[src/rtl/smb_reg_pkg.sv]
package smb_reg_pkg;

    localparam int BYTE_W    = 8;
    localparam int NUM_PAIRS = 4;
    localparam logic [6:0] DEV_ADDR = 7'h6E;

    // bit position of each output pair inside the enable and stop bytes
    localparam logic [NUM_PAIRS-1:0][2:0] PAIR_POS = {3'd6, 3'd5, 3'd2, 3'd1};

    typedef enum logic [3:0] {
        ST_IDLE,
        ST_ADDR,
        ST_ADDR_ACK,
        ST_OFFS,
        ST_OFFS_ACK,
        ST_WCNT,
        ST_WCNT_ACK,
        ST_WDAT,
        ST_WDAT_ACK,
        ST_TXB,
        ST_TXB_ACK
    } smb_state_e;

    typedef struct packed {
        logic scl;
        logic sda;
        logic scl_rise;
        logic scl_fall;
        logic start;
        logic stop;
    } bus_ev_t;

    typedef struct packed {
        logic                 pd_drive;
        logic                 stop_drive;
        logic                 bw_low_raw;
        logic                 pll_raw;
        logic [NUM_PAIRS-1:0] oe;
        logic [NUM_PAIRS-1:0] stoppable;
    } ctrl_fields_t;

    function automatic logic [BYTE_W-1:0] rw_reset(input int idx);
        case (idx)
            0:       return 8'h07;
            1:       return 8'hFF;
            default: return 8'h00;
        endcase
    endfunction

endpackage

[src/rtl/smb_line_sync.sv]
module smb_line_sync
    import smb_reg_pkg::*;
#(
    parameter int STAGES = 2
) (
    input  logic    clk,
    input  logic    rst,
    input  logic    scl_in,
    input  logic    sda_in,
    output bus_ev_t ev
);
    logic [STAGES-1:0] scl_pipe, sda_pipe;
    logic              scl_q, sda_q;
    logic              scl_s, sda_s;

    always_ff @(posedge clk) begin
        if (rst) begin
            scl_pipe <= '1;
            sda_pipe <= '1;
            scl_q    <= 1'b1;
            sda_q    <= 1'b1;
        end else begin
            scl_pipe <= {scl_pipe[STAGES-2:0], scl_in};
            sda_pipe <= {sda_pipe[STAGES-2:0], sda_in};
            scl_q    <= scl_pipe[STAGES-1];
            sda_q    <= sda_pipe[STAGES-1];
        end
    end

    assign scl_s = scl_pipe[STAGES-1];
    assign sda_s = sda_pipe[STAGES-1];

    always_comb begin
        ev.scl      = scl_s;
        ev.sda      = sda_s;
        ev.scl_rise = scl_s & ~scl_q;
        ev.scl_fall = ~scl_s & scl_q;
        ev.start    = scl_s & scl_q & sda_q & ~sda_s;
        ev.stop     = scl_s & scl_q & ~sda_q & sda_s;
    end
endmodule

[src/rtl/smb_reg_bank.sv]
module smb_reg_bank
    import smb_reg_pkg::*;
#(
    parameter int               NUM_RW   = 4,
    parameter int               RO_OFFS  = 4,
    parameter int               ID_OFFS  = 62,
    parameter logic [BYTE_W-1:0] RO_VAL   = 8'h05,
    parameter logic [BYTE_W-1:0] ID_A_VAL = 8'h30,
    parameter logic [BYTE_W-1:0] ID_B_VAL = 8'h14
) (
    input  logic              clk,
    input  logic              rst,
    input  logic              wr_en,
    input  logic [BYTE_W-1:0] wr_addr,
    input  logic [BYTE_W-1:0] wr_data,
    input  logic [BYTE_W-1:0] rd_addr,
    output logic [BYTE_W-1:0] rd_data,
    output ctrl_fields_t      fields
);
    localparam logic [BYTE_W-1:0] RO_A   = BYTE_W'(RO_OFFS);
    localparam logic [BYTE_W-1:0] ID_A_A = BYTE_W'(ID_OFFS);
    localparam logic [BYTE_W-1:0] ID_B_A = BYTE_W'(ID_OFFS + 1);

    logic [NUM_RW-1:0][BYTE_W-1:0] rw_q;

    always_ff @(posedge clk) begin
        for (int i = 0; i < NUM_RW; i++) begin
            if (rst) begin
                rw_q[i] <= rw_reset(i);
            end else if (wr_en && wr_addr == BYTE_W'(i)) begin
                rw_q[i] <= wr_data;
            end
        end
    end

    always_comb begin
        rd_data = '0;
        for (int i = 0; i < NUM_RW; i++) begin
            if (rd_addr == BYTE_W'(i)) rd_data = rw_q[i];
        end
        if (rd_addr == RO_A)   rd_data = RO_VAL;
        if (rd_addr == ID_A_A) rd_data = ID_A_VAL;
        if (rd_addr == ID_B_A) rd_data = ID_B_VAL;
    end

    assign fields.pd_drive   = rw_q[0][7];
    assign fields.stop_drive = rw_q[0][6];
    assign fields.bw_low_raw = rw_q[0][2];
    assign fields.pll_raw    = rw_q[0][1];

    for (genvar p = 0; p < NUM_PAIRS; p++) begin : g_pair
        assign fields.oe[p]        = rw_q[1][PAIR_POS[p]];
        assign fields.stoppable[p] = rw_q[2][PAIR_POS[p]];
    end
endmodule

[src/rtl/smb_ctrl_gate.sv]
module smb_ctrl_gate
    import smb_reg_pkg::*;
(
    input  ctrl_fields_t         fields,
    input  logic                 bw_pin,
    input  logic                 pll_pin,
    output logic                 pd_drive,
    output logic                 stop_drive,
    output logic                 low_bw,
    output logic                 pll_mode,
    output logic [NUM_PAIRS-1:0] pair_oe,
    output logic [NUM_PAIRS-1:0] pair_stop
);
    always_comb begin
        pd_drive   = fields.pd_drive;
        stop_drive = fields.stop_drive;
        low_bw     = fields.bw_low_raw & bw_pin;
        pll_mode   = fields.pll_raw & pll_pin;
        pair_oe    = fields.oe;
        pair_stop  = fields.stoppable;
    end
endmodule

[src/rtl/smb_reg_slave.sv]
module smb_reg_slave
    import smb_reg_pkg::*;
#(
    parameter int               READ_LEN    = 5,
    parameter int               SYNC_STAGES = 2,
    parameter int               NUM_RW      = 4,
    parameter int               RO_OFFS     = 4,
    parameter int               ID_OFFS     = 62,
    parameter logic [BYTE_W-1:0] RO_VAL      = 8'h05,
    parameter logic [BYTE_W-1:0] ID_A_VAL    = 8'h30,
    parameter logic [BYTE_W-1:0] ID_B_VAL    = 8'h14
) (
    input  logic                 clk,
    input  logic                 rst,
    input  logic                 scl_in,
    input  logic                 sda_in,
    output logic                 sda_drive_low,
    input  logic                 bw_pin,
    input  logic                 pll_pin,
    output logic                 pd_drive,
    output logic                 stop_drive,
    output logic                 low_bw,
    output logic                 pll_mode,
    output logic [NUM_PAIRS-1:0] pair_oe,
    output logic [NUM_PAIRS-1:0] pair_stop
);
    localparam logic [BYTE_W-1:0] RD_CNT   = BYTE_W'(READ_LEN);
    localparam logic [BYTE_W-1:0] ADDR_WR  = {DEV_ADDR, 1'b0};
    localparam logic [BYTE_W-1:0] ADDR_RD  = {DEV_ADDR, 1'b1};
    localparam logic [3:0]        BIT_DONE = 4'd8;

    bus_ev_t           ev;
    ctrl_fields_t      fields;
    smb_state_e        state;
    logic [3:0]        bitcnt;
    logic [BYTE_W-1:0] shreg, offs_q, rem_q, rd_data;
    logic              offs_valid, is_read, mack, sda_low;
    logic              wr_en, byte_in, scl_s, stop_s;

    smb_line_sync #(.STAGES(SYNC_STAGES)) i_sync (
        .clk    (clk),
        .rst    (rst),
        .scl_in (scl_in),
        .sda_in (sda_in),
        .ev     (ev)
    );

    assign scl_s   = ev.scl;
    assign stop_s  = ev.stop;
    assign byte_in = ev.scl_fall && (bitcnt == BIT_DONE);
    assign wr_en   = (state == ST_WDAT) && byte_in && (rem_q != '0);

    always_ff @(posedge clk) begin
        if (rst) begin
            state      <= ST_IDLE;
            bitcnt     <= '0;
            shreg      <= '0;
            offs_q     <= '0;
            rem_q      <= '0;
            offs_valid <= 1'b0;
            is_read    <= 1'b0;
            mack       <= 1'b0;
            sda_low    <= 1'b0;
        end else if (ev.stop) begin
            state      <= ST_IDLE;
            sda_low    <= 1'b0;
            offs_valid <= 1'b0;
        end else if (ev.start) begin
            state   <= ST_ADDR;
            bitcnt  <= '0;
            sda_low <= 1'b0;
        end else begin
            case (state)
                ST_ADDR, ST_OFFS, ST_WCNT, ST_WDAT: begin
                    if (ev.scl_rise && bitcnt != BIT_DONE) begin
                        shreg  <= {shreg[BYTE_W-2:0], ev.sda};
                        bitcnt <= bitcnt + 4'd1;
                    end else if (byte_in) begin
                        bitcnt <= '0;
                        case (state)
                            ST_ADDR: begin
                                if (shreg == ADDR_WR) begin
                                    state   <= ST_ADDR_ACK;
                                    is_read <= 1'b0;
                                    sda_low <= 1'b1;
                                end else if (shreg == ADDR_RD && offs_valid) begin
                                    state   <= ST_ADDR_ACK;
                                    is_read <= 1'b1;
                                    sda_low <= 1'b1;
                                end else begin
                                    state <= ST_IDLE;
                                end
                            end
                            ST_OFFS: begin
                                offs_q     <= shreg;
                                offs_valid <= 1'b1;
                                state      <= ST_OFFS_ACK;
                                sda_low    <= 1'b1;
                            end
                            ST_WCNT: begin
                                if (shreg == '0) begin
                                    state <= ST_IDLE;
                                end else begin
                                    rem_q   <= shreg;
                                    state   <= ST_WCNT_ACK;
                                    sda_low <= 1'b1;
                                end
                            end
                            default: begin
                                if (rem_q != '0) begin
                                    offs_q  <= offs_q + 8'd1;
                                    rem_q   <= rem_q - 8'd1;
                                    state   <= ST_WDAT_ACK;
                                    sda_low <= 1'b1;
                                end else begin
                                    state <= ST_IDLE;
                                end
                            end
                        endcase
                    end
                end
                ST_ADDR_ACK: begin
                    if (ev.scl_fall) begin
                        if (is_read) begin
                            state   <= ST_TXB;
                            shreg   <= RD_CNT;
                            sda_low <= ~RD_CNT[BYTE_W-1];
                            bitcnt  <= '0;
                        end else begin
                            state   <= ST_OFFS;
                            sda_low <= 1'b0;
                        end
                    end
                end
                ST_OFFS_ACK: begin
                    if (ev.scl_fall) begin
                        state   <= ST_WCNT;
                        sda_low <= 1'b0;
                    end
                end
                ST_WCNT_ACK, ST_WDAT_ACK: begin
                    if (ev.scl_fall) begin
                        state   <= ST_WDAT;
                        sda_low <= 1'b0;
                    end
                end
                ST_TXB: begin
                    if (ev.scl_fall) begin
                        if (bitcnt == 4'd7) begin
                            sda_low <= 1'b0;
                            state   <= ST_TXB_ACK;
                        end else begin
                            shreg   <= {shreg[BYTE_W-2:0], 1'b0};
                            sda_low <= ~shreg[BYTE_W-2];
                            bitcnt  <= bitcnt + 4'd1;
                        end
                    end
                end
                ST_TXB_ACK: begin
                    if (ev.scl_rise) begin
                        mack <= ~ev.sda;
                    end else if (ev.scl_fall) begin
                        if (mack) begin
                            shreg   <= rd_data;
                            sda_low <= ~rd_data[BYTE_W-1];
                            offs_q  <= offs_q + 8'd1;
                            bitcnt  <= '0;
                            state   <= ST_TXB;
                        end else begin
                            state <= ST_IDLE;
                        end
                    end
                end
                default: ;
            endcase
        end
    end

    assign sda_drive_low = sda_low;

    smb_reg_bank #(
        .NUM_RW   (NUM_RW),
        .RO_OFFS  (RO_OFFS),
        .ID_OFFS  (ID_OFFS),
        .RO_VAL   (RO_VAL),
        .ID_A_VAL (ID_A_VAL),
        .ID_B_VAL (ID_B_VAL)
    ) i_bank (
        .clk     (clk),
        .rst     (rst),
        .wr_en   (wr_en),
        .wr_addr (offs_q),
        .wr_data (shreg),
        .rd_addr (offs_q),
        .rd_data (rd_data),
        .fields  (fields)
    );

    smb_ctrl_gate i_gate (
        .fields     (fields),
        .bw_pin     (bw_pin),
        .pll_pin    (pll_pin),
        .pd_drive   (pd_drive),
        .stop_drive (stop_drive),
        .low_bw     (low_bw),
        .pll_mode   (pll_mode),
        .pair_oe    (pair_oe),
        .pair_stop  (pair_stop)
    );
endmodule

[config.mk]
export PLATFORM = sky130hd
export DESIGN_NAME = smb_reg_slave
export DESIGN_NICKNAME = d
export VERILOG_FILES = /design/src/rtl/smb_reg_pkg.sv /design/src/rtl/smb_line_sync.sv /design/src/rtl/smb_reg_bank.sv /design/src/rtl/smb_ctrl_gate.sv /design/src/rtl/smb_reg_slave.sv
export SDC_FILE = /design/constraint.sdc
export NUM_CORES = 1
export LEC_CHECK = 0
export BUFFER_PORTS_ARGS = -buffer_cell sky130_fd_sc_hd__buf_2
export CAP_MARGIN = 20
export CORE_MARGIN = 4
export CORE_UTILIZATION = 65
export CTS_BUF_LIST = sky130_fd_sc_hd__clkbuf_8 sky130_fd_sc_hd__clkbuf_16
export DETAILED_ROUTE_END_ITERATION = 10
export GPL_TIMING_DRIVEN = 0
export PLACE_DENSITY = 0.92
export SLEW_MARGIN = 25
export SYNTH_ARGS = -nofsm -noshare
export SYNTH_HDL_FRONTEND = slang
export SYNTH_SLANG_ARGS = --single-unit
[constraint.sdc]
create_clock -name clk -period 6.3 [get_ports clk]
set_clock_uncertainty 0.15 [all_clocks]
set_input_delay 0.315 -clock clk [delete_from_list [all_inputs] [get_ports clk]]
set_output_delay 0.315 -clock clk [all_outputs]
set_load 0.005 [all_outputs]
==> out/metrics.yaml, run 1 <==
route:
  wire_per_inst_um: 18.4
  drc: 0
  vias_per_cell: 6.64
  drt-total-wl_um: 12300
  drt_iter0_drc: 633
  num_vias: 4436
  drtAntennaViolNets: 0
  drtPass1Iterations: 6
pwr:
  power_leakage_nw: 1.95
  seqPwrFrac: 0.509
  power_uw: 933
  p_comb_frac: 0.064
  pwr-share-clk: 0.427
  ir_worst_vdd_v: 0.000123
  power_density_nw_per_um2: 193
  power_switching_uw: 228
  swShare: 0.244
  p_int_uw: 706
setup_path:
  crit_type: "reg -> reg"
  cpMaxStageDelayCell: "nor4_1"
  r2r_cells: 6
  cp_max_fo: 10
  worstPathArrival_ns: 2.76
  crit_family: "simple AND/OR/NAND/NOR gates"
  path_buf_inv: 2
  r2r_slack_ns: 3.66
  reg2reg_to: "shreg[3]"
  worstReg2RegStart: "state[1]"
  worstSetupStartpoint: "state[1]"
  cp_cell_sequence: "buf_2 > buf_2 > nand4bb_1 > nor4_1 > a32oi_1 > a211oi_1"
  critical_path_required_ns: 6.42
  cpMostUsedCell: "buf_2"
  start_kind: "flop"
  critPathMaxStageDelay_ns: 0.70
  endpoint_kind: "flop"
floorplanning:
  die-area_um2: 8180
  die_h_um: 90.4
  core-area_um2: 6460
  initial_core_util: 0.684
  num_io_pins: 19
  rows: 29
  die_x_um: 90.4
hold_path:
  worstHoldPathCells: 1
  hold_path.class: "reg -> reg"
  hp-start: "i_sync.scl_pipe[0]"
  min_to: "i_sync.scl_pipe[1]"
outcome:
  outcome: "finished, final reports clean"
clocking:
  clk_pin_slew_worst_paths_ns: 0.08
  clk_latency_ns: 0.36
  cts_tree: "yes"
  cts_buffers: 9
  clkSinkCount: 74
  htree_levels: 3
  clk_path_buf_depth: 2
  cts.repair.resized: 0
  clock-root-buffer: "clkbuf_8"
synthesis:
  ys_ff_latch: 74
  synth_area_um2: 4420
  synth-async-reset-ratio: 0
  syn_inst: 557
  synth_edf_count: 0
  synth_cell_type_count: 61
  yosysWarnings: 0
  yosysSeqAreaShare: 0.336
  syn_area_per_cell_um2: 7.93
  synth.net_count: 571
  synth_flop_cell: "dfxtp_1"
global_routing:
  grt_use_total: 0.298
  grt_pass1_vias: 3947
  antenna_found_initial: 0
  grt_max_degree: 13
  overflow: 0
  grt_pass1_wl_um: 19800
finish:
  drive_gt1_frac: 0.146
  n_antenna_cell: 0
  finalNetCount: 601
  area_growth_pct: 9.35
  layout_commonest_cell: "nor2_1"
  fin_area_um2: 4830
  mostFrequentLayoutCells: "80 x nor2_1, 74 x dfxtp_1, 39 x nand2_1"
timing:
  setup_viol: 0
  layout_min_cycle_time_ns: 2.64
  period_share: 0.420
  worst_pin_slew_ns: 0.868
  rsz0062_at_grt: "no"
  hold_viol: 0
  finalMaxSlewViolations: 0
  relSlewSlack: 0.413
  max_freq_mhz: 378
  setup_tns_ns: 0
place:
  io_buffers: 17
  place.detailed.hpwl_um: 8490
  place_congestion: 1.06
  placed_cell_area_um2: 4600
flow_run:
  cap_violations: 0
==> kinds of logic after synthesis <==
kind of cell	count (synthesis)	synth area share
xor+xnor	3	0.00595
buf+inv	70	0.0723
flops	74	0.336
mux	33	0.0748
compound gates	136	0.207
fa+ha+maj	8	0.0227
simple gates	233	0.282
==> worst reg2reg max path, cell delays in order (launching register included) <==
cell and delay [ns]:
dfxtp_1 0.36, buf_2 0.24, buf_2 0.26, nand4bb_1 0.31
nor4_1 0.70, a32oi_1 0.23, a211oi_1 0.30
==> per-stage QoR <==
step / hold slack [ns] / std cells / setup slack (ns) / util
CTS: 0.260 / 668 / 3.75 / 0.748
detailed placement: 0.242 / 651 / 3.77 / 0.712
global placement: 0.243 / 651 / 3.78 / 0.712
finish: 0.259 / 668 / 3.66 / 0.748
floorplan: 0.239 / 557 / 4.17 / -
global route: 0.285 / 668 / 3.43 / 0.748
==> flip-flops by register name, summed over array words and instances (netlist names) <==
| signal | cells |
|---|---|
| shreg | 8 |
| i_sync.scl_q | 1 |
| state | 4 |
| is_read | 1 |
| i_bank.fields | 12 |
| offs_q | 8 |
| i_bank.rw_q | 20 |
| mack | 1 |
| sda_drive_low | 1 |
| offs_valid | 1 |
| bitcnt | 4 |
| i_sync.sda_q | 1 |
| i_sync.scl_pipe | 2 |
| rem_q | 8 |
| i_sync.sda_pipe | 2 |
==> cell usage after synthesis, drive strengths merged (4+ instances only) <==
master	number	area [um2]
nand2	39	146
a22oi	4	30.0
a211o	4	35.0
dfxtp	74	1480
nor4	5	31.3
nand4	4	37.5
a21oi	27	135
nand3	11	60.1
a31oi	10	62.6
a21o	6	45.0
nor2	80	300
a32oi	6	52.6
or2	15	93.8
nand2b	13	81.3
nor2b	15	93.8
buf	28	161
inv	18	67.6
o211ai	9	67.6
o31ai	6	45.0
or3	4	25.0
o21ai	28	140
ha	8	100
o32ai	4	35.0
or4	4	33.8
a211oi	15	113
clkbuf	24	90.1
nor3	11	66.3
nor3b	4	30.0
mux2i	33	330
==> final cells by class <==
| cell class | count | area, um2 |
|---|---|---|
| plain buffers | 52 | 251 |
| clock buffers | 12 | 165 |
| clock inverters | 3 | 46.3 |
| fillers | 483 | 1630 |
| inverters | 18 | 67.6 |
| multi-input cells | 413 | 2620 |
| flip-flops and latches | 74 | 1480 |
| well taps | 77 | 96.3 |
| repair buffers | 19 | 105 |
==> routing by layer <==
| layer | routed length (um) | part of all wire | vias to the layer above | GRT usage |
|---|---|---|---|---|
| met4 | 403 | 0.033 | 0 | 0.119 |
| li1 | - | - | 2046 | - |
| met5 | 0 | 0 | - | 0 |
| met2 | 5360 | 0.44 | 292 | 0.447 |
| met3 | 1400 | 0.11 | 52 | 0.0625 |
| met1 | 5120 | 0.42 | 2046 | 0.417 |
==> worst max path at each step <==
stage / end / cells past startpoint / slack (ns)
after global placement: shreg[3] / 6 / 3.78
after detailed placement: i_bank.fields[8] / 6 / 3.77
final: shreg[3] / 6 / 3.66
after floorplan: rem_q[0] / 8 / 4.17
after global routing: offs_q[2] / 6 / 3.43
after CTS: i_bank.fields[8] / 6 / 3.75
==> repair_timing <==
action                    CTS  global route
hold endpoints to repair    2             0
setup buffers               0             0
hold buffers                2             0
==> power by group through the flow <==
stage,Sequential [mW],Clock [mW],Combinational [mW]
2_1_floorplan,0.485,0,0.0389
3_3_place_gp,0.486,0,0.0556
3_5_place_dp,0.486,0,0.0559
4_1_cts,0.475,0.400,0.0573
5_1_grt,0.476,0.421,0.0638
6_report,0.475,0.399,0.0597
Power figures use the tool's default switching activity.
==> run 2, diff against run 1 <==
--- a/config.mk
+++ b/config.mk
@@ -8,11 +8,11 @@
 export BUFFER_PORTS_ARGS = -buffer_cell sky130_fd_sc_hd__buf_2
 export CAP_MARGIN = 20
 export CORE_MARGIN = 4
-export CORE_UTILIZATION = 65
+export CORE_UTILIZATION = 62
 export CTS_BUF_LIST = sky130_fd_sc_hd__clkbuf_8 sky130_fd_sc_hd__clkbuf_16
 export DETAILED_ROUTE_END_ITERATION = 10
 export GPL_TIMING_DRIVEN = 0
-export PLACE_DENSITY = 0.92
+export PLACE_DENSITY = 0.89
 export SLEW_MARGIN = 25
 export SYNTH_ARGS = -nofsm -noshare
 export SYNTH_HDL_FRONTEND = slang
==> constraint.sdc (replaced) <==
create_clock -name clk -period 2.8 [get_ports clk]
set_clock_uncertainty 0.15 [all_clocks]
set_input_delay 0.14 -clock clk [delete_from_list [all_inputs] [get_ports clk]]
set_output_delay 0.14 -clock clk [all_outputs]
set_load 0.005 [all_outputs]
==> run 2 against run 1 <==
  * Flip-flop and latch count did not move
  * Die area is 4.4% higher
  * Final cell count increased by 3.0%
  * Sequential power increased by 130%
  * Worst setup slack worse by 3.5 ns
  * Critical endpoint is now i_bank.fields[9]
  * Largest power group unchanged
  * Highest routed layer unchanged
==> out/metrics.yaml, run 2 (synthesis gave the netlist of run 1 again) <==
global_routing:
  grt_max_degree: 15
  grt_pass1_wl_um: 20000
  antenna_found_initial: 0
  grt_pass1_vias: 4022
  overflow: 0
  grt_use_total: 0.293
finish:
  fin_util: 0.708
  largest_reg_flops: 20
  fill_cells: 540
  layout_commonest_cell: "nor2_1"
  finalNetCount: 601
  area_growth_pct: 10.2
  fin_area_um2: 4860
  drive_gt1_frac: 0.150
  n_antenna_cell: 0
  largest_register: "i_bank.rw_q"
  mostFrequentLayoutCells: "80 x nor2_1, 74 x dfxtp_1, 39 x nand2_1"
  fin_cells: 688
pwr:
  power_density_nw_per_um2: 433
  power_mw: 2.11
  ir_worst_vdd_v: 0.000291
  power_leakage_nw: 1.95
setup_path:
  worstReg2RegStart: "rem_q[4]"
  critPathMaxStageDelay_ns: 0.66
  start_kind: "flop"
  cpMaxStageDelayCell: "nor4_1"
  cp_cell_sequence: "nor4_1 > nand3_1 > nand4_1 > buf_2 > nor2_1 > a211o_1"
  worstPathArrival_ns: 2.76
  critical_path_required_ns: 2.91
  r2r_cells: 6
  crit_type: "reg -> reg"
  reg2reg_to: "i_bank.fields[9]"
  cp_max_fo: 10
  r2r_slack_ns: 0.15
  endpoint_kind: "flop"
timing:
  whs_ns: 0.228
  setup_tns_ns: 0
  relSlewSlack: 0.508
  layout_min_cycle_time_ns: 2.65
  setup_viol: 0
  period_share: 0.947
  worst_pin_slew_ns: 0.727
  finalMaxSlewViolations: 0
  rsz0062_at_grt: "no"
  hold_viol: 0
  fin_ws_ns: 0.147
  max_freq_mhz: 377
route:
  drt_iter0_drc: 525
  wire_per_inst_um: 18.3
  vias_per_cell: 6.41
  drtAntennaViolNets: 0
  wirelength_met1_um: 5160
  num_vias: 4412
  drtPass1Iterations: 6
  drt-total-wl_um: 12600
  wl_met3_um: 1420
  drc: 0
  top_layer_used: "met4"
  wl_met2_um: 5700
flow_run:
  cap_violations: 0
hold_path:
  worstHoldPathCells: 4
  hp-start: "rst"
  min_to: "rem_q[6]"
  hold_path.class: "in -> reg"
place:
  placed_cell_area_um2: 4620
  place_congestion: 1.01
  place.detailed.hpwl_um: 8580
  placed_cells: 670
  dp_slack_ns: 0.151
  io_buffers: 17
outcome:
  outcome: "finished, final reports clean"
clocking:
  clkSinkCount: 74
  cts_setup_buffers: 0
  clk_latency_ns: 0.36
  cts_buffers: 9
  clk_pin_slew_worst_paths_ns: 0.09
  clk_path_buf_depth: 2
  clock-root-buffer: "clkbuf_8"
  htree_levels: 3
  cts_tree: "yes"
floorplanning:
  die_x_um: 92.4
  rows: 30
  initial_core_util: 0.643
  die-area_um2: 8540
  core-area_um2: 6870
  num_io_pins: 19
  die_h_um: 92.4
run 2: changes by cell type in the layout (fill, tap and decap cells not counted):
cell        previous run  this run
clkbuf_8              12        10
clkinv_4               0         1
clkinvlp_4             1         2
inv_8                  0         1
nor4_1                 5         4
nor4_2                 0         1
nor4bb_1               3         2
nor4bb_2               0         1
run 2: worst max path at each step:
| stage | slack [ns] | cells past startpoint | from | endpoint |
|---|---|---|---|---|
| floorplan | 0.67 | 8 | bitcnt[0] | rem_q[0] |
| CTS | 0.1 | 7 | state[1] | offs_q[1] |
| detailed placement | 0.15 | 7 | state[1] | offs_q[1] |
| global placement | 0.28 | 7 | state[1] | offs_q[1] |
| global route | 0.06 | 6 | rem_q[4] | i_bank.fields[9] |
| finish | 0.15 | 6 | rem_q[4] | i_bank.fields[9] |
run 2: repair_timing:
action                                 4_1_cts  5_1_grt
setup endpoints to repair                    0       10
hold buffers                                 2        0
endpoints found under the hold margin        2        0
gates resized for setup                      0        2
run 2: worst max-delay path, delay by kind of cell (launching register included):
family	cells	cell delay, ns
AO/OA/AOI/OAI	1	0.29
buffers and inverters	1	0.31
flip-flops	1	0.36
AND/OR/NAND/NOR	4	1.46
run 2: where the power goes:
| group | switching (mW) | total, mW | internal (mW) |
|---|---|---|---|
| Sequential | 0.00731 | 1.07 | 1.06 |
| Combinational | 0.0917 | 0.135 | 0.0434 |
| Clock | 0.457 | 0.903 | 0.447 |
| Total | 0.556 | 2.11 | 1.55 |
run 2: final cells by class:
type,count,area [um2],share of cell area
multi-input combinational,413,2630,0.540
sequential,74,1480,0.305
buffer,52,251,0.0517
clock buffer,10,138,0.0283
tap,96,120,0.0247
timing repair buffer,19,105,0.0216
clock inverter,6,73.8,0.0152
inverter,18,67.6,0.0139
run 2: routing by layer:
metal / up-vias / global-route usage
met1: 2040 / 0.391
li1: 2042 / -
met4: 0 / 0.116
met3: 46 / 0.0731
met2: 284 / 0.451
met5: - / 0.0321
